`src/rtl/scl_recover.sv`:
```
module scl_recover #(
  parameter int CNT_W = 8
) (
  input  logic             clk,
  input  logic             rst_n,
  input  logic             req_set,
  input  logic [CNT_W-1:0] low_cnt,
  input  logic [CNT_W-1:0] high_cnt,
  input  logic             bus_busy,
  input  logic             master_mode,
  input  logic             arb_en,
  input  logic             scl_in,
  input  logic             sda_in,
  output logic             req_o,
  output logic             scl_oe,
  output logic             sda_oe,
  output logic             sda_level,
  output logic             arb_lost
);

  typedef enum logic [1:0] {S_IDLE, S_LOW, S_HIGH} state_t;

  state_t           state;
  logic [CNT_W-1:0] cnt;
  logic [CNT_W-1:0] low_lim, high_lim, lim;
  logic [CNT_W:0]   cnt_inc;
  logic             phase_done, bus_ok, accept;

  assign low_lim    = (low_cnt  == '0) ? CNT_W'(1) : low_cnt;
  assign high_lim   = (high_cnt == '0) ? CNT_W'(1) : high_cnt;
  assign lim        = (state == S_LOW) ? low_lim : high_lim;
  assign cnt_inc    = {1'b0, cnt} + 1'b1;
  assign phase_done = cnt_inc >= {1'b0, lim};

  assign bus_ok = !bus_busy || master_mode;
  assign accept = (state == S_IDLE) && req_set && bus_ok && scl_in;

  always_ff @(posedge clk) begin
    if (!rst_n) begin
      state <= S_IDLE;
      cnt   <= '0;
    end else begin
      case (state)
        S_IDLE: if (accept) begin
          state <= S_LOW;
          cnt   <= '0;
        end
        S_LOW: begin
          if (phase_done) begin
            state <= S_HIGH;
            cnt   <= '0;
          end else begin
            cnt <= cnt_inc[CNT_W-1:0];
          end
        end
        S_HIGH: if (scl_in) begin
          if (phase_done) begin
            state <= S_IDLE;
            cnt   <= '0;
          end else begin
            cnt <= cnt_inc[CNT_W-1:0];
          end
        end
        default: state <= S_IDLE;
      endcase
    end
  end

  always_ff @(posedge clk) begin
    if (!rst_n) begin
      sda_level <= 1'b1;
      arb_lost  <= 1'b0;
    end else begin
      sda_level <= sda_in;
      arb_lost  <= arb_en && !sda_in;
    end
  end

  assign req_o  = (state != S_IDLE);
  assign scl_oe = (state == S_LOW);
  assign sda_oe = 1'b0;

endmodule

```
`config.mk`:
```
export PLATFORM = sky130hd
export DESIGN_NAME = scl_recover
export DESIGN_NICKNAME = d
export VERILOG_FILES = /design/src/rtl/scl_recover.sv
export SDC_FILE = /design/constraint.sdc
export NUM_CORES = 1
export LEC_CHECK = 0
export ABC_CLOCK_PERIOD_IN_PS = 2900
export BUFFER_PORTS_ARGS = -buffer_cell sky130_fd_sc_hd__buf_2
export CAP_MARGIN = 15
export CELL_PAD_IN_SITES_DETAIL_PLACEMENT = 0
export CELL_PAD_IN_SITES_GLOBAL_PLACEMENT = 1
export CORE_ASPECT_RATIO = 1.5
export CORE_MARGIN = 1.5
export CORE_UTILIZATION = 37
export CTS_CLUSTER_DIAMETER = 100
export DETAILED_ROUTE_END_ITERATION = 7
export HOLD_SLACK_MARGIN = 0.05
export PLACE_DENSITY = 0.87
export SLEW_MARGIN = 5
export SYNTH_ARGS = -nofsm -noshare
export SYNTH_HDL_FRONTEND = slang
export SYNTH_SLANG_ARGS = --single-unit
```
`constraint.sdc`:
```
create_clock -name clk -period 2.9 [get_ports clk]
set_input_delay 0.58 -clock clk [delete_from_list [all_inputs] [get_ports clk]]
set_output_delay 0.58 -clock clk [all_outputs]
set_load 0.1 [all_outputs]
```
# ---- After elaboration in Yosys (flattened, before gate mapping)
# Index checks and enable logic that the tools add are counted.
dict set report word_totals {
  reg_bits 12
  in_bits 24
  output_inout_bits 5
  word_cells 38
}
dict set report op_classes {
  add_sub_neg 1
  order_cmp 1
  n_eq_ne 6
  muxes 12
  n_reduce_logical 14
}
# operator n
set op_table {}
lappend op_table {{2-to-1 mux 8 bit} 6}
lappend op_table {{one-hot mux 8 bit (3 select lines)} 1}
lappend op_table {{zero test 8 bit} 2}
lappend op_table {{adder 8 x 1 -> 9 bit, second input constant} 1}
lappend op_table {{greater-or-equal comparator 9 x 8 -> 1 bit} 1}
lappend op_table {{2-to-1 mux 2 bit} 4}
lappend op_table {{inequality test 2 bit, second input constant} 3}
lappend op_table {{one-hot mux 2 bit (3 select lines)} 1}
lappend op_table {{logical AND 1 bit} 4}
lappend op_table {{AND reduction 4 bit} 1}
lappend op_table {{AND reduction 3 bit} 1}
lappend op_table {{nonzero test 3 bit} 1}
lappend op_table {{equality test 2 x 1 -> 1 bit, second input constant} 1}
lappend op_table {{equality test 2 bit, second input constant} 1}
lappend op_table {{zero test 1 bit} 2}
lappend op_table {{zero test 2 bit} 1}
lappend op_table {{inequality test 2 x 1 -> 1 bit, second input constant} 1}
lappend op_table {{nonzero test 2 bit} 1}
lappend op_table {{logical OR 1 bit} 1}

# ---- Depth between registers and ports, before layout
# Gate-level depths: netlist of run 1.
dict set report depth {
  depth_word 7
  depth_mapped 11
  ltp_nobuf 11
}

# ---- Least setup slack after synthesis of run 1
# No wires, ideal clock.
dict set report synth_timing {
  path_kind {flip-flop to flip-flop}
  start {reg state[1]}
  end {reg cnt[2]}
  setup_ps 75
  t_arrival_ps 3130
  required_ps 2825
  setup_slack_ps -305
  stages_incl_launch_ff 11
  n_path_buf 1
  synth_period_minus_slack_ps 3205
  cell_sequence {dfxtp_1 inv_1 ha_1 clkbuf_1 mux2i_1 ha_1 a21oi_1 o22ai_2 a211oi_4 nand4_4 o211ai_2}
}
dict set report synth_between {
  elab_chain_len 6
  word_cells_on_any_way 15
  cone_classes {order compare: 1; eq/ne: 4; mux: 4; reduce/logical: 6}
}
# element line_no
set synth_lines {}
lappend synth_lines {{start, declared} 23} ;# state_t state;
lappend synth_lines {{start signal, assigned} 40} ;# state <= S_IDLE;
lappend synth_lines {{start signal, assigned} 45} ;# state <= S_LOW;
lappend synth_lines {{start signal, assigned} 50} ;# state <= S_HIGH;
lappend synth_lines {{equality test 2 x 1 -> 1 bit (*)} n/a}
lappend synth_lines {{via scl_oe} 15} ;# output logic scl_oe,
lappend synth_lines {{2-to-1 mux 8 bit} 31} ;# assign lim = (state == S_LOW) ? low_lim : high_lim;
lappend synth_lines {{greater-or-equal comparator 9 x 8 -> 1 bit} 33} ;# assign phase_done = cnt_inc >= {1'b0, lim};
lappend synth_lines {{2-to-1 mux 8 bit} {49, 57}}
lappend synth_lines {{2-to-1 mux 8 bit} 56} ;# S_HIGH: if (scl_in) begin
lappend synth_lines {{one-hot mux 8 bit (3 select lines)} 43} ;# case (state)
lappend synth_lines {{end signal, assigned} 53} ;# cnt <= cnt_inc[CNT_W-1:0];
lappend synth_lines {{end signal, assigned} 61} ;# cnt <= cnt_inc[CNT_W-1:0];
lappend synth_lines {{end, declared} 24} ;# logic [CNT_W-1:0] cnt;
# Mark *: on every way through the listed nets, which the timed path passes. The rest lies on a longest branch. The select of a mux whose other input is x is not followed.
# A chain may end at the register's enable or synchronous reset.

# ---- Worst setup path after layout of run 1
dict set report layout_timing {
  start {reg cnt[0]}
  end {reg cnt[3]}
}
dict set report layout_between {
  elab_chain_len 5
}
# element line_no
set layout_lines {}
lappend layout_lines {{adder 8 x 1 -> 9 bit (*)} 32} ;# assign cnt_inc = {1'b0, cnt} + 1'b1;
lappend layout_lines {{greater-or-equal comparator 9 x 8 -> 1 bit} 33}
lappend layout_lines {{2-to-1 mux 8 bit (*)} {49, 57}}
lappend layout_lines {{2-to-1 mux 8 bit} 56}
lappend layout_lines {{one-hot mux 8 bit (3 select lines) (*)} 43}
# Every way passes the cells marked *; elsewhere a longest branch is shown, timed or not. The select of a mux whose other input is x is not followed.

==> flow_summary.json, run 1 <==
{
  "crit_type": "reg2reg",
  "synth_compound_area_share_pct": 15.8,
  "whs_ns": 0.475,
  "ff2ff_setup_slack_ns": 0.27,
  "place_ws_ns": 0.239,
  "clock_latency_ns": 0.25,
  "syn_avg_cell_area_um2": 8.37,
  "globalRouteOverflowTotal": 0,
  "htreeDepth": 1,
  "area_growth_pct": 20.8,
  "core-area_mm2": 0.00271,
  "cts_root_buffer": "clkbuf_8",
  "drt-met1-wl_um": 888,
  "synth_top_family_by_area": "simple AND/OR/NAND/NOR gates",
  "synth_commonest_cells": "16 x nand2_1, 14 x ha_1, 12 x dfxtp_1",
  "synthMuxAreaShare_pct": 7.59,
  "run_status": "finished, final reports clean",
  "grt_antenna_before_repair": 0,
  "synthTopCellsByArea": "dfxtp_1 23%, ha_1 17%, mux2i_1 7.6%",
  "max_stage_delay_ns": 0.43,
  "wl_met3_um": 36,
  "yosys.area_share.simple_pct": 26.3,
  "worst_clock_skew_ns": 0.00265,
  "diodes": 0,
  "yosysWarnings": 0,
  "synth_fp_nets": 164,
  "first_global_vias": 972,
  "hpwl_um": 2000,
  "cp_data_required_time_ns": 3.07,
  "clk_path_buf_depth": 2,
  "drt_first_pass_iters": 4,
  "synth_top_area_share_pct": 22.8,
  "drive_gt1_share_pct": 29.4,
  "post-synth-top-area-cell": "dfxtp_1",
  "finalWeightedCongestion": 0.788,
  "io_buffers": 27,
  "synthesis.area_mm2": 0.00105,
  "slew_violations": 0,
  "setup_tns_ns": 0,
  "die_y_um": 68.4,
  "synthArstFlopShare_pct": 0,
  "wl_per_cell_um": 12.6,
  "cts_resized": 0,
  "ant_nets": 0,
  "path_max_fanout": 8,
  "cp_slowest_cell": "dfxtp_1",
  "grtUsageTotal_pct": 17.3,
  "drv_cap": 0,
  "initial_utilization_pct": 39.0,
  "crit_chain": "ha_1 > nand2_1 > nor2_1 > xnor2_1 > inv_1 > ha_1 > a21oi_1 > o22ai_2 > a211oi_4 > nand4_4 > o211ai_2",
  "worstPathArrival_ns": 2.80,
  "synth.distinct_cells": 38,
  "cp-start-kind": "register",
  "stdcell_area_mm2": 0.00127,
  "min_path_type": "reg2reg",
  "ioPinCount": 29,
  "synthFlopType": "dfxtp_1",
  "reg2reg_depth": 11,
  "synth-edff-count": 0,
  "p_leak_uw": 0.000609,
  "fmax_mhz": 381,
  "fin_crit_ns": 2.63,
  "synth.most_common_cell": "nand2_1",
  "hold_end": "cnt[1]",
  "num_vias": 982,
  "dieArea_mm2": 0.00319,
  "cts_num_sinks": 12,
  "period_share_pct": 90.6,
  "cts_tree": "built",
  "rsz0062_at_grt": "false",
  "place_area_mm2": 0.00122,
  "cts_made_buffers": 3,
  "topRoutingLayerUsed": "met4",
  "routed_wl_um": 2390,
  "hold_violations": 0,
  "synth_cells": 126,
  "synth_xor_area_share_pct": 4.15,
  "setup_violations": 0,
  "die_w_um": 46.6,
  "ir_worst_vdd_mv": 0.357,
  "hp-start": "cnt[1]",
  "grt_max_degree": 14,
  "worst_hold_path.num_cells": 2,
  "final.setup.worst_slack_ns": 0.273,
  "row_count": 23,
  "yosys_register_bits": 12,
  "drt-initial-drc-count": 8,
  "ys_seq_area_share_pct": 22.8,
  "dr_wl_met2_um": 1400,
  "post-route-util_pct": 47.1,
  "clk_pin_slew_worst_paths_ns": 0.05,
  "routed_via_density": 5.17,
  "powerDensity_mw_per_mm2": 568,
  "fin_nets": 192,
  "drcViolationCount": 0,
  "endpoint_kind": "register",
  "grt_pass1_wl_um": 3980,
  "cp_common_cell": "ha_1",
  "r2r-start": "cnt[0]",
  "synthAdderAreaFrac_pct": 16.6,
  "r2r-end": "cnt[3]"
}
-- sequential cells by signal (all words and copies together) (netlist names) --
register and flops:
cnt 8, state 2, sda_level 1, arb_lost 1
-- area by class of cell --
cell class              count  area [µm²]
well taps                  37        46.3
fillers                   293        1430
inverters                  10        37.5
multi-input cells         100         759
flip-flops and latches     12         240
repair buffers             27         135
clock buffers               4        55.1
-- worst max path at each step --
stage / slack (ns) / cells past startpoint / to / start
finish: 0.27 / 11 / cnt[3] / cnt[0]
global route: 0.03 / 11 / cnt[6] / cnt[0]
CTS: 0.20 / 11 / cnt[3] / cnt[0]
detailed placement: 0.24 / 11 / cnt[3] / cnt[0]
global placement: 0.32 / 11 / cnt[5] / cnt[0]
floorplan: 0.17 / 10 / cnt[2] / state[1]
-- through the flow --
stage	instances	power [µW]
6_report	190	723
4_1_cts	190	729
5_1_grt	190	770
3_3_place_gp	186	535
3_5_place_dp	186	544
2_1_floorplan	126	477
-- cell usage in the layout, fill, tap and decap left out, drive strengths merged, types with 4 or more instances in the layout --
master / count
buf: 27
nor2: 4
inv: 10
dfxtp: 12
o21ai: 7
mux2i: 8
nand3: 8
a21oi: 4
clkbuf: 4
nand4: 4
ha: 14
nand2: 16
-- routing by layer --
layer	GRT usage, %	up-vias
met1	18.5	459
li1	-	503
met5	0	-
met3	1.85	7
met2	31.6	13
met4	9.29	0
-- critical path: cells and delay by family, from the launching register on --
kind	cells	cell delay (ns)
buffers and inverters	1	0.08
AOI/OAI and AO/OA	4	0.86
xor gates and xnor gates	1	0.16
DFF	1	0.43
adders and majority gates	2	0.60
and+or+nand+nor	3	0.42
-- report_power, final --
group / total, µW / switching [µW] / leakage (µW) / internal [µW]
clock network: 186 / 65.8 / 0.0000288 / 120
registers: 190 / 14.5 / 0.0000973 / 175
logic: 347 / 232 / 0.000483 / 115
total: 723 / 313 / 0.000609 / 411
-- kinds of logic after synthesis --
kind of cell / Yosys count
simple gates: 50
compound gates: 22
fa+ha+maj: 14
buf+inv: 14
flops: 12
mux: 8
xor+xnor: 5
other cells: 1
-- what timing repair did --
action                                  4_1_cts  5_1_grt
endpoints found under the setup margin        0        3
setup buffers                                 0        0
hold buffers                                  0        0
Note: power is estimated with default switching activity, not from simulation.
==> run 2: changes to the inputs <==
--- a/config.mk
+++ b/config.mk
@@ -11,7 +11,7 @@
 export CELL_PAD_IN_SITES_DETAIL_PLACEMENT = 0
 export CELL_PAD_IN_SITES_GLOBAL_PLACEMENT = 1
 export CORE_ASPECT_RATIO = 1.5
-export CORE_MARGIN = 1.5
+export CORE_MARGIN = 5
 export CORE_UTILIZATION = 37
 export CTS_CLUSTER_DIAMETER = 100
 export DETAILED_ROUTE_END_ITERATION = 7
==> run 2 against run 1 <==
Global-route usage is 4.2 points lower; design area stayed put; power is 1.3% lower; highest routed layer unchanged; via count is 1.9% lower; critical path depth stayed put; sequential share of layout area stayed put.
==> flow_summary.json, run 2 (synthesis results as in run 1) <==
{
  "run_status": "finished, final reports clean",
  "worst_clock_skew_ns": 0.00329,
  "clk_pin_slew_worst_paths_ns": 0.05,
  "layout_common_cells": "27 x buf_2, 16 x nand2_1, 13 x ha_1",
  "largest_reg_flops": 8,
  "hp-start": "cnt[1]",
  "p_leak_uw": 0.000609,
  "drive_gt1_share_pct": 29.4,
  "worstPathArrival_ns": 2.74,
  "routed_via_density": 5.07,
  "finalWeightedCongestion": 0.780,
  "max_stage_delay_ns": 0.41,
  "drv_cap": 0,
  "ant_nets": 0,
  "hpwl_um": 2020,
  "grtUsageTotal_pct": 13.2,
  "globalRouteOverflowTotal": 0,
  "hold_buffers": 0,
  "diodes": 0,
  "cp_common_cell": "ha_1",
  "drt-initial-drc-count": 24,
  "largestRegisters": "cnt (8), state (2)",
  "fin_nets": 192,
  "crit_type": "reg2reg",
  "rsz0062_at_grt": "false",
  "cp_slowest_cell": "dfxtp_1",
  "cpLargestDelayFamily": "compound AO/OA/AOI/OAI gates",
  "fin_crit_ns": 2.58,
  "hold_end": "cnt[1]",
  "grt_antenna_before_repair": 0,
  "num_vias": 963,
  "slew_violations": 0,
  "crit_chain": "ha_1 > nand2_1 > nor2_1 > xnor2_1 > inv_1 > ha_1 > a21oi_1 > o22ai_2 > a211oi_4 > nand4_4 > o21ai_1",
  "endpoint_kind": "register",
  "cp-start-kind": "register",
  "instances_no_fill": 190,
  "cp_data_required_time_ns": 3.06,
  "ioPinCount": 29,
  "fmax_mhz": 387,
  "path_buf_inv": 1,
  "grt_max_degree": 14,
  "core-area_mm2": 0.00271,
  "io_buffers": 27,
  "cts_made_buffers": 3,
  "drt_first_pass_iters": 4,
  "path_max_fanout": 8,
  "clk_path_buf_depth": 2,
  "period_share_pct": 89.1,
  "cts_num_sinks": 12,
  "powerDensity_mw_per_mm2": 560,
  "die_y_um": 75.4,
  "cts_tree": "built",
  "htreeDepth": 1,
  "path_depth": 11,
  "row_count": 23,
  "fillCellCount": 283,
  "reg2reg_depth": 11,
  "post_cts_buffers": 0,
  "routed_wl_um": 2350,
  "grt_pass1_wl_um": 4110,
  "area_growth_pct": 20.8,
  "first_global_vias": 998,
  "dieArea_mm2": 0.00404,
  "post-place-cells": 186,
  "setup_violations": 0,
  "cts_resized": 0,
  "die_w_um": 53.6,
  "layout_commonest_cell": "buf_2",
  "min_path_type": "reg2reg",
  "hold_violations": 0,
  "drcViolationCount": 0,
  "cts_root_buffer": "clkbuf_8",
  "top_register": "cnt",
  "worst_hold_path.num_cells": 2,
  "r2r-end": "cnt[5]",
  "wl_per_cell_um": 12.4,
  "ir_worst_vdd_mv": 0.484,
  "clock_latency_ns": 0.24,
  "initial_utilization_pct": 39.0,
  "ff2ff_setup_slack_ns": 0.32,
  "r2r-start": "cnt[0]",
  "setup_tns_ns": 0
}
-- run 2: worst max path at each step --
stage / from / endpoint
6_report: cnt[0] / cnt[5]
5_1_grt: cnt[0] / cnt[5]
4_1_cts: cnt[0] / cnt[5]
3_5_place_dp: cnt[0] / cnt[5]
3_3_place_gp: cnt[0] / cnt[5]
2_1_floorplan: state[1] / cnt[2]
-- run 2: worst register-to-register path, delay by kind of cell, from the launching register on --
kind	cells	cell delay, ns
AO/OA/AOI/OAI	4	0.83
adder cells (fa/ha/maj)	2	0.61
AND/OR/NAND/NOR	3	0.43
flip-flops	1	0.41
XOR/XNOR	1	0.16
buffers and inverters	1	0.07
-- run 2: area by class of cell --
class	count	area, µm²	share of cell area (%)
multi-input cells	100	759	59.6
flip-flops and latches	12	240	18.9
inverters	10	37.5	2.95
repair buffers	27	135	10.6
well taps	37	46.3	3.63
clock buffers	4	55.1	4.32
-- run 2: metrics by stage --
stage / util [%] / total power [µW] / setup WS, ns / hold WS (ns) / area [µm²]
floorplan: - / 477 / 0.174 / 0.445 / 1070
global placement: 45.1 / 534 / 0.309 / 0.457 / 1220
detailed placement: 45.1 / 543 / 0.256 / 0.469 / 1220
CTS: 47.1 / 721 / 0.249 / 0.477 / 1270
global route: 47.1 / 757 / 0.0291 / 0.515 / 1270
finish: 47.1 / 714 / 0.317 / 0.473 / 1270
-- run 2: routing by layer --
layer | vias up | wire length, µm | track usage [%]
li1 | 500 | - | -
met1 | 458 | 866 | 14.3
met2 | 3 | 1460 | 26.6
met3 | 2 | 23 | 1.17
met4 | 0 | 6 | 2.56
met5 | - | 0 | 0
-- run 2: power by group --
part           internal [µW]  switching (µW)
Clock                    120            58.8
Combinational            115             231
Sequential               175            14.2
Total                    410             304
